[src/rtl/spi_port_pkg.sv]
package spi_port_pkg;
    localparam int DATA_W = 8;

    localparam logic [3:0] MODE_SLV_SEL   = 4'b0100;
    localparam logic [3:0] MODE_SLV_NOSEL = 4'b0101;

    typedef struct packed {
        logic       wcol;
        logic       ovf;
        logic       en;
        logic       cpol;
        logic [3:0] mode;
    } ctl_t;
endpackage

[src/rtl/spi_sync.sv]
module spi_sync #(
    parameter int W            = 3,
    parameter int STAGES       = 2,
    parameter logic [W-1:0] RST_VAL = '0
) (
    input  logic         clk,
    input  logic         rst_n,
    input  logic [W-1:0] d,
    output logic [W-1:0] q
);
    logic [W-1:0] stg_q [STAGES];

    generate
        for (genvar i = 0; i < STAGES; i++) begin : g_stage
            if (i == 0) begin : g_first
                always_ff @(posedge clk or negedge rst_n) begin
                    if (!rst_n) stg_q[i] <= RST_VAL;
                    else        stg_q[i] <= d;
                end
            end else begin : g_next
                always_ff @(posedge clk or negedge rst_n) begin
                    if (!rst_n) stg_q[i] <= RST_VAL;
                    else        stg_q[i] <= stg_q[i-1];
                end
            end
        end
    endgenerate

    assign q = stg_q[STAGES-1];
endmodule

[src/rtl/spi_rate_gen.sv]
module spi_rate_gen #(
    parameter int HALF_FAST = 2,
    parameter int HALF_MID  = 8,
    parameter int HALF_SLOW = 32
) (
    input  logic       clk,
    input  logic       rst_n,
    input  logic       run,
    input  logic [1:0] sel,
    input  logic       tmr_strobe,
    output logic       tick
);
    localparam int CW = $clog2(HALF_SLOW + 1);

    logic [CW-1:0] cnt_d, cnt_q;
    logic [CW-1:0] last;
    logic          wrap;

    always_comb begin
        case (sel)
            2'd0:    last = CW'(HALF_FAST - 1);
            2'd1:    last = CW'(HALF_MID - 1);
            default: last = CW'(HALF_SLOW - 1);
        endcase
        wrap  = (cnt_q == last);
        cnt_d = cnt_q;
        if (!run || sel == 2'd3) cnt_d = '0;
        else if (wrap)           cnt_d = '0;
        else                     cnt_d = cnt_q + 1'b1;
        tick = run && ((sel == 2'd3) ? tmr_strobe : wrap);
    end

    always_ff @(posedge clk or negedge rst_n) begin
        if (!rst_n) cnt_q <= '0;
        else        cnt_q <= cnt_d;
    end
endmodule

[src/rtl/spi_port.sv]
module spi_port
    import spi_port_pkg::*;
#(
    parameter int SYNC_STAGES = 2,
    parameter int HALF_FAST   = 2,
    parameter int HALF_MID    = 8,
    parameter int HALF_SLOW   = 32
) (
    input  logic              clk,
    input  logic              rst_n,
    input  logic              ctl_we,
    input  logic [DATA_W-1:0] ctl_wdata,
    output logic [DATA_W-1:0] ctl_rdata,
    input  logic              buf_we,
    input  logic [DATA_W-1:0] buf_wdata,
    input  logic              buf_re,
    output logic [DATA_W-1:0] buf_rdata,
    output logic              buf_full,
    output logic              xfer_done,
    input  logic              tmr_strobe,
    input  logic              sck_i,
    output logic              sck_o,
    output logic              sck_oe,
    input  logic              sdi,
    output logic              sdo,
    output logic              sdo_oe,
    input  logic              ss_n
);
    localparam int BCW = $clog2(DATA_W);
    localparam logic [BCW-1:0] LAST_BIT = BCW'(DATA_W - 1);

    typedef struct packed {
        ctl_t              ctl;
        logic [DATA_W-1:0] dbuf;
        logic              full;
        logic [DATA_W-1:0] sr;
        logic              sdo;
        logic              sck;
        logic              busy;
        logic [BCW-1:0]    bitcnt;
        logic              done;
        logic              sck_prev;
    } state_t;

    state_t s_d, s_q;

    logic sck_s, sdi_s, ss_s;
    logic tick;
    logic is_master, is_slave, sel_used, active, ss_block;
    logic ev, leading, sdi_bit;
    logic [DATA_W-1:0] rx;

    spi_sync #(.W(3), .STAGES(SYNC_STAGES), .RST_VAL(3'b001)) u_sync (
        .clk   (clk),
        .rst_n (rst_n),
        .d     ({sck_i, sdi, ss_n}),
        .q     ({sck_s, sdi_s, ss_s})
    );

    spi_rate_gen #(.HALF_FAST(HALF_FAST), .HALF_MID(HALF_MID), .HALF_SLOW(HALF_SLOW)) u_rate (
        .clk        (clk),
        .rst_n      (rst_n),
        .run        (active && is_master && s_q.busy),
        .sel        (s_q.ctl.mode[1:0]),
        .tmr_strobe (tmr_strobe),
        .tick       (tick)
    );

    always_comb begin
        is_master = (s_q.ctl.mode[3:2] == 2'b00);
        is_slave  = (s_q.ctl.mode == MODE_SLV_SEL) || (s_q.ctl.mode == MODE_SLV_NOSEL);
        sel_used  = (s_q.ctl.mode == MODE_SLV_SEL);
        active    = s_q.ctl.en && (is_master || is_slave);
        ss_block  = active && sel_used && ss_s;
        sdi_bit   = is_master ? sdi : sdi_s;
        ev        = active && ((is_master && s_q.busy && tick) ||
                               (is_slave && !ss_block && (sck_s != s_q.sck_prev)));
        leading   = is_master ? (s_q.sck == s_q.ctl.cpol) : (s_q.sck_prev == s_q.ctl.cpol);
        rx        = {s_q.sr[DATA_W-2:0], sdi_bit};

        s_d          = s_q;
        s_d.done     = 1'b0;
        s_d.sck_prev = sck_s;

        if (ctl_we) s_d.ctl = ctl_t'(ctl_wdata);
        if (buf_re) s_d.full = 1'b0;

        if (!active || ss_block) begin
            s_d.busy   = 1'b0;
            s_d.bitcnt = '0;
        end else if (ev) begin
            if (is_master) s_d.sck = ~s_q.sck;
            if (leading) begin
                s_d.sdo  = s_q.sr[DATA_W-1];
                s_d.busy = 1'b1;
            end else begin
                s_d.sr     = rx;
                s_d.bitcnt = s_q.bitcnt + 1'b1;
                if (s_q.bitcnt == LAST_BIT) begin
                    s_d.busy   = 1'b0;
                    s_d.bitcnt = '0;
                    s_d.done   = 1'b1;
                    if (is_slave && s_q.full) begin
                        s_d.ctl.ovf = 1'b1;
                    end else begin
                        s_d.dbuf = rx;
                        s_d.full = 1'b1;
                    end
                end
            end
        end

        if (buf_we) begin
            if (active && s_q.busy) begin
                s_d.ctl.wcol = 1'b1;
            end else begin
                s_d.dbuf = buf_wdata;
                s_d.sr   = buf_wdata;
                if (active && is_master) s_d.busy = 1'b1;
            end
        end

        if (!s_d.busy) s_d.sck = s_d.ctl.cpol;
    end

    always_ff @(posedge clk or negedge rst_n) begin
        if (!rst_n) begin
            s_q          <= '0;
            s_q.sck_prev <= 1'b0;
        end else begin
            s_q <= s_d;
        end
    end

    assign ctl_rdata = s_q.ctl;
    assign buf_rdata = s_q.dbuf;
    assign buf_full  = s_q.full;
    assign xfer_done = s_q.done;
    assign sck_o     = s_q.sck;
    assign sck_oe    = active && is_master;
    assign sdo       = s_q.sdo;
    assign sdo_oe    = active && (is_master || !ss_block);

    // collision flag is sticky until a control write
    assert_wcol_sticky_R6: assert property (@(posedge clk) disable iff (!rst_n)
        (ctl_rdata[7] && !ctl_we) |=> ctl_rdata[7]);

    // overflow rises only after a slave-mode cycle
    assert_no_master_overflow_R7: assert property (@(posedge clk) disable iff (!rst_n)
        $rose(ctl_rdata[6]) |-> ($past(ctl_rdata[3:0]) == MODE_SLV_SEL ||
                                 $past(ctl_rdata[3:0]) == MODE_SLV_NOSEL));

    // the buffer keeps its old byte when overflow rises
    assert_overflow_keeps_buf_R7: assert property (@(posedge clk) disable iff (!rst_n)
        $rose(ctl_rdata[6]) |-> $stable(buf_rdata));

    // completion is a single-cycle pulse
    assert_done_pulse_R3: assert property (@(posedge clk) disable iff (!rst_n)
        xfer_done |=> !xfer_done);

    // master clock rests at the idle level between transfers
    assert_idle_level_R5: assert property (@(posedge clk) disable iff (!rst_n)
        (sck_oe && !s_q.busy) |-> (sck_o == ctl_rdata[4]));

    // a raised select drops the partial byte
    assert_select_drop_R9: assert property (@(posedge clk) disable iff (!rst_n)
        (active && sel_used && ss_s) |=> (s_q.bitcnt == '0));

    // a disabled port does not stay busy
    assert_disabled_idle_R10: assert property (@(posedge clk) disable iff (!rst_n)
        !ctl_rdata[5] |=> !s_q.busy);
endmodule

[config.mk]
export PLATFORM = sky130hd
export DESIGN_NAME = spi_port
export DESIGN_NICKNAME = d
export VERILOG_FILES = /design/src/rtl/spi_port_pkg.sv /design/src/rtl/spi_sync.sv /design/src/rtl/spi_rate_gen.sv /design/src/rtl/spi_port.sv
export SDC_FILE = /design/constraint.sdc
export NUM_CORES = 1
export LEC_CHECK = 0
export BUFFER_PORTS_ARGS = -buffer_cell sky130_fd_sc_hd__buf_2
export CAP_MARGIN = 0
export CORE_MARGIN = 10
export CORE_UTILIZATION = 58
export DETAILED_ROUTE_END_ITERATION = 8
export GPL_ROUTABILITY_DRIVEN = 0
export PLACE_DENSITY = 0.83
export SYNTH_ARGS = -nofsm -noshare
export SYNTH_HDL_FRONTEND = slang
export SYNTH_SLANG_ARGS = --single-unit
export TNS_END_PERCENT = 10
[constraint.sdc]
create_clock -name clk -period 2.9 [get_ports clk]
set_input_delay 0.435 -clock clk [delete_from_list [all_inputs] [get_ports clk]]
set_output_delay 0.435 -clock clk [all_outputs]
set_load 0.01 [all_outputs]
==> metrics.txt, run 1 <==
sequential area share after synthesis 50.8%; final hold vios 0; Tightest Hold Check Type primary input to register; FILL cells 301; RSZ-0062 raised after global routing false; syn nets 222; Post-synth EDFFs 0; Max-slew headroom 35.7%; vias in the first global route 1546; fin crit share 80.3%; half-perimeter wire length after placement 3190 µm; Clock Skews 0.00758 ns; min Tclk post-route 2.33 ns; Die ar. 6710 µm²; vias per cell 5.36; drt first-iter violations 76; Worst setup SP type register; GRT Overall Usage 13.6%; combinational share of power 13.9%; top_reg_cell synth dfrtp_1; Tot Pwr 1.28 mW; CTS clock-pin slew for the worst setup and hold paths 0.08 ns; pin count of the biggest net entering global routing 46; die height 81.9 µm; critical path class register to register; synthesized instance count 194; share of cells above drive strength 1 33.0%; fin util 66.3%; detailed-route wire length per cell 15.7 µm; global route overflow 0; # rows 22; CP Data Arrival Time 2.57 ns; flops & latches, synth 45; CP cell instances nor4_2 > o221ai_2 > a21oi_4 > o2111ai_2 > or3_1 > nand3_1; clk buf depth 2; Starting Density 60.3%; Setup TNS 0 ns; CTS Hold Bufs 0; Clock Sinks 45; yosys warns 0; Port Buffers 46; status completed; final number of setup-violating endpoints 0; max-cap viol count 0; DR pass1 iterations 4; antenna violations before repair 0; # resized after CTS 0; final WL 4320 µm; Clk pwr share 30.8%; Max Fanout on Critical Path 12; internal power 0.946 mW; Avg Inst Size Synth 11.5 µm²; Max H-tree Level 2; synth unique cells 45; PwrDens 524 nW/µm²; fmax 430 MHz; root buffer cell clkbuf_8; area share of the largest cell type after synthesis 48.4%; CTS tree yes; core area 3690 µm²; largest cells by area after synthesis dfrtp_1, mux2i_1, buf_4; most area-hungry cell type in the Yosys netlist dfrtp_1; asr flop ratio synth 100%; antenna viol nets, final 0; nets@finish 254; Crit path largest cell delay 0.51 ns; mapped cell area 2220 µm²; Num CTS Buffers 5; Post-CTS Setup Inserts 0; Psw 0.336 mW; clk_lat worst skew 0.30 ns; synthesis-to-layout area growth 9.96%; die width 81.9 µm; slowest CP cell dfrtp_1; global-route wire length before repair 7230 µm; via count 1473; static leakage 1.23 nW; WP data required 3.14 ns; diodes inserted 0; Setup WS pre-CTS 0.567 ns; Hold Slack 0.234 ns; Setup WS post-layout 0.572 ns; IR drop worst, VDD 0.404 mV; Net Sw Frac 26.2%; Critical Path Sink Type register; Worst-Margin Slew 0.964 ns; Final Max Tran Viols 0; DRC 0; Seq pwr share 55.4%; # IOs 47
==> worst paths after layout <==
| check | from | to | slack [ns] | depth (start not counted) |
|---|---|---|---|---|
| worst max-delay path | ctl_rdata[1] | buf_rdata[0] | 0.57 | 6 |
| max in group asynchronous | rst_n | s_q[0] | 2.02 | 1 |
| worst min-delay path | ss_n | u_sync.stg_q[3] | 0.23 | 1 |
| min in group asynchronous | rst_n | u_sync.stg_q[5] | 0.29 | 1 |
| worst min register to register | u_sync.stg_q[3] | u_sync.q[0] | 0.35 | 0 |
| worst max register to register | ctl_rdata[1] | buf_rdata[0] | 0.57 | 6 |
==> metal layers <==
metal / vias to the layer above / share of wire, % / track usage [%]
li1: 729 / - / -
met1: 704 / 45 / 16.4
met2: 31 / 48 / 21.7
met3: 9 / 5.7 / 5.35
met4: 0 / 1.6 / 5.10
met5: - / 0 / 0
==> power groups by stage <==
stage,Sequential (mW),Clock (mW),Combinational (mW)
4_1_cts,0.710,0.403,0.181
3_3_place_gp,0.720,0,0.176
5_1_grt,0.717,0.426,0.199
6_report,0.710,0.395,0.178
2_1_floorplan,0.713,0,0.139
3_5_place_dp,0.722,0,0.180
==> layout by cell type, fill, tap and decap left out, types with 2 or more instances in the layout <==
| master | n |
|---|---|
| a21oi_1 | 16 |
| and2b_1 | 2 |
| and3_1 | 2 |
| buf_2 | 46 |
| clkbuf_1 | 2 |
| clkbuf_8 | 6 |
| dfrtp_1 | 43 |
| dfstp_2 | 2 |
| ha_1 | 3 |
| inv_1 | 4 |
| mux2_1 | 2 |
| mux2_2 | 6 |
| mux2i_1 | 17 |
| nand2_1 | 8 |
| nand3_1 | 11 |
| nor2_1 | 16 |
| nor3_1 | 2 |
| o211a_1 | 2 |
| o21ai_0 | 5 |
| o21ai_1 | 2 |
| or3_1 | 2 |
| xnor2_1 | 3 |
| xor2_1 | 3 |
==> cell usage after synthesis (all sizes together) (2+ instances only) <==
cell type  instances
mux2               8
xnor2              4
mux2i             17
nor2              17
clkbuf             2
nor4b              2
nor3               2
buf               20
o21ai              7
and3               2
nand2              8
ha                 3
and2b              2
a21oi             17
xor2               3
o211a              2
dfrtp             43
or3                2
inv                5
and2               2
nand3             11
dfstp              2
==> logic make-up (layout without fill, tap and decap cells) <==
family / Yosys count / after routing / synth area share [%]
AO/OA/AOI/OAI: 34 / 34 / 10.9
XOR/XNOR: 7 / 7 / 3.10
adder cells (fa/ha/maj): 3 / 3 / 1.69
AND/OR/NAND/NOR: 53 / 53 / 13.6
multiplexers: 25 / 25 / 11.7
flip-flops: 45 / 45 / 50.8
buffers and inverters: 27 / 60 / 8.33
==> state kept, by name, indices dropped and copies added, names as in the netlist <==
register / flops
buf_rdata: 8
ctl_rdata: 8
rx: 7
s_q: 6
u_rate.cnt_q: 6
u_sync.q: 3
u_sync.stg_q: 3
buf_full: 1
sck_o: 1
sdo: 1
xfer_done: 1
==> stage by stage <==
stage	instance area, µm²	instances
floorplan	2220	194
global placement	2350	267
detailed placement	2350	267
CTS	2440	275
global route	2440	275
finish	2440	275
==> area by class of cell <==
class	instances	area [µm²]	area share, %
sequential	45	1130	46.2
multi-input combinational	122	910	37.2
timing repair buffer	47	238	9.72
clock buffer	8	90.1	3.68
tap	48	60.1	2.46
inverter	5	18.8	0.768
==> critical path, delay by kind of cell, from the launching register on <==
kind | cells | cell delay (ns)
AO/OA/AOI/OAI | 3 | 0.80
flip-flops | 1 | 0.51
AND/OR/NAND/NOR | 3 | 0.95
Note: power is estimated with default switching activity, not from simulation.
==> run 2: changes to the inputs <==
--- a/config.mk
+++ b/config.mk
@@ -5,13 +5,14 @@
 export SDC_FILE = /design/constraint.sdc
 export NUM_CORES = 1
 export LEC_CHECK = 0
+export ABC_AREA = 1
 export BUFFER_PORTS_ARGS = -buffer_cell sky130_fd_sc_hd__buf_2
 export CAP_MARGIN = 0
 export CORE_MARGIN = 10
-export CORE_UTILIZATION = 58
+export CORE_UTILIZATION = 56
 export DETAILED_ROUTE_END_ITERATION = 8
 export GPL_ROUTABILITY_DRIVEN = 0
-export PLACE_DENSITY = 0.83
+export PLACE_DENSITY = 0.79
 export SYNTH_ARGS = -nofsm -noshare
 export SYNTH_HDL_FRONTEND = slang
 export SYNTH_SLANG_ARGS = --single-unit
==> constraint.sdc (replaced) <==
create_clock -name clk -period 2.4 [get_ports clk]
set_input_delay 0.36 -clock clk [delete_from_list [all_inputs] [get_ports clk]]
set_output_delay 0.36 -clock clk [all_outputs]
set_load 0.01 [all_outputs]
==> run 2 against run 1 <==
Count of clock-buffer cells in the layout decreased by 3. Setup slack worse by 0.25 ns. Power up 44%. Critical path depth increased by 2. Flip-flop and latch count unchanged. Final cell count increased by 75%. Combinational power grew 110%. Global-route usage is 1.2 points higher. Synthesized cell count increased by 98%. Die area increased by 21%. Sequential power up 23%. Via count is 57% higher. Critical endpoint is now sdo_oe.
==> metrics.txt, run 2 <==
IR drop worst, VDD 0.445 mV; Num CTS Buffers 5; via count 2312; Critical Path Sink Type primary output; half-perimeter wire length after placement 4390 µm; CP cell instances inv_2 > nand2_2 > nor2_1 > o21ai_1 > inv_2 > o21ai_0 > inv_1 > buf_2; slowest CP cell dfrtp_1; WP buf/inv 4; share of cells above drive strength 1 22.7%; root buffer cell clkbuf_8; Hold Slack 0.148 ns; fin crit share 86.8%; Max Fanout on Critical Path 5; PwrDens 616 nW/µm²; Port Buffers 46; Die ar. 8120 µm²; clk_lat worst skew 0.30 ns; fmax 480 MHz; Crit path depth 8; global route overflow 0; reg2reg path depth 9; antenna violations before repair 0; most frequent cell after synthesis nand2_1; final hold vios 0; CTS clock-pin slew for the worst setup and hold paths 0.09 ns; most frequent cells in the layout nand2_1, buf_2, dfrtp_1; Clock Skews 0.00308 ns; critical path class register to primary output; Tightest Hold Check Type primary input to register; Max H-tree Level 2; Post-CTS Setup Inserts 0; asr flop ratio synth 100%; Inst Count DP 472; WP data required 2.04 ns; synthesis-to-layout area growth 8.87%; drt first-iter violations 139; WHS Path Cells 1; FILL cells 447; sequential area share after synthesis 41.0%; top_reg_cell synth dfrtp_1; largest cells by area after synthesis dfrtp_1, nand2_1, nand3_1; final std cells w/o fill 481; commonest non-fill, non-tap cell in the layout nand2_1; CP Data Arrival Time 1.72 ns; Avg Inst Size Synth 7.17 µm²; status completed; # IOs 47; static leakage 1.71 nW; nets@finish 441; # resized after CTS 0; flops & latches, synth 45; Crit path largest cell delay 0.41 ns; register area 1130 µm²; CTS tree yes; area of the multi-input gates 1280 µm²; most frequent CP cell inv_2; synth unique cells 32; CP top delay family buffers and inverters; Worst setup SP type register; synthesized instance count 384; DRC 0; vias per cell 4.81; GRT Overall Usage 14.9%; Max-slew headroom 55.1%; Clock Sinks 45; RSZ-0062 raised after global routing false; # rows 25; Post-synth EDFFs 0; vias in the first global route 2331; most area-hungry cell type in the Yosys netlist dfrtp_1; final WL 5900 µm; min Tclk post-route 2.08 ns; die width 90.1 µm; diodes inserted 0; area share of the largest cell type after synthesis 39.1%; mapped cell area 2750 µm²; Tot Pwr 1.84 mW; fin util 63.0%; syn nets 412; die height 90.1 µm; synth cell count leaders nand2_1, dfrtp_1, nand3_1, inv_1, buf_4; pin count of the biggest net entering global routing 31; Setup TNS 0 ns; core area 4750 µm²; final number of setup-violating endpoints 0; detailed-route wire length per cell 12.3 µm; antenna viol nets, final 0; max-cap viol count 0; yosys warns 0; Worst-Margin Slew 0.670 ns; clk buf depth 2; global-route wire length before repair 10400 µm; DR pass1 iterations 4; Starting Density 57.9%; Final Max Tran Viols 0
run 2: cell count changes in the layout (fill, tap and decap cells not counted), sizes merged, moves of 8 or more:
cell and delta:
nand3 +19, mux2i -17, nand2 +185, inv +29, mux2 -8, or2 +8, a21oi -14
run 2: final timing paths:
path                            startpoint               to  slack, ns
max in group asynchronous            rst_n      u_sync.q[0]       1.18
min in group asynchronous            rst_n     ctl_rdata[3]       0.49
max reg2reg                         s_q[2]            sck_o       0.35
min                                   ss_n  u_sync.stg_q[3]       0.15
max                           ctl_rdata[3]           sdo_oe       0.32
min reg2reg                u_sync.stg_q[4]      u_sync.q[1]       0.36
run 2: timing repair:
item,in CTS,in global routing
endpoints found under the setup margin,0,0
hold buffers,1,0
hold endpoints to repair,15,0
run 2: routing by layer:
metal  global-route usage (%)  share of wire (%)
met1                     18.2                 46
met2                     25.5                 48
met3                     4.16                5.2
met4                     3.18               0.68
met5                        0                  0
run 2: cell families (layout without fill, tap and decap cells):
| group | Yosys count | after routing | synth area share (%) |
|---|---|---|---|
| buffers and inverters | 61 | 91 | 12.4 |
| xor gates and xnor gates | 5 | 5 | 1.59 |
| AOI/OAI and AO/OA | 17 | 17 | 3.46 |
| adders and majority gates | 3 | 3 | 1.36 |
| DFF | 45 | 45 | 41.0 |
| and+or+nand+nor | 253 | 253 | 40.2 |
run 2: layout make-up:
type	instances	area share [%]
inverters	34	4.26
repair buffers	49	8.52
clock inverters	3	1.67
flip-flops and latches	45	37.7
well taps	67	2.80
multi-input cells	278	42.8
clock buffers	5	2.30
run 2: power by group:
| part | total, mW | internal, mW | leakage, nW | switching (mW) |
|---|---|---|---|---|
| clock | 0.599 | 0.319 | 0.0603 | 0.280 |
| sequential | 0.873 | 0.814 | 0.547 | 0.0594 |
| combinational | 0.371 | 0.142 | 1.11 | 0.229 |
run 2: metrics by stage:
| step | instance area, µm² | setup slack [ns] |
|---|---|---|
| after global placement | 2870 | 0.330 |
| after detailed placement | 2870 | 0.353 |
| final | 3000 | 0.318 |
| after global routing | 3000 | 0.0506 |
| after floorplan | 2750 | 0.757 |
| after CTS | 3000 | 0.335 |
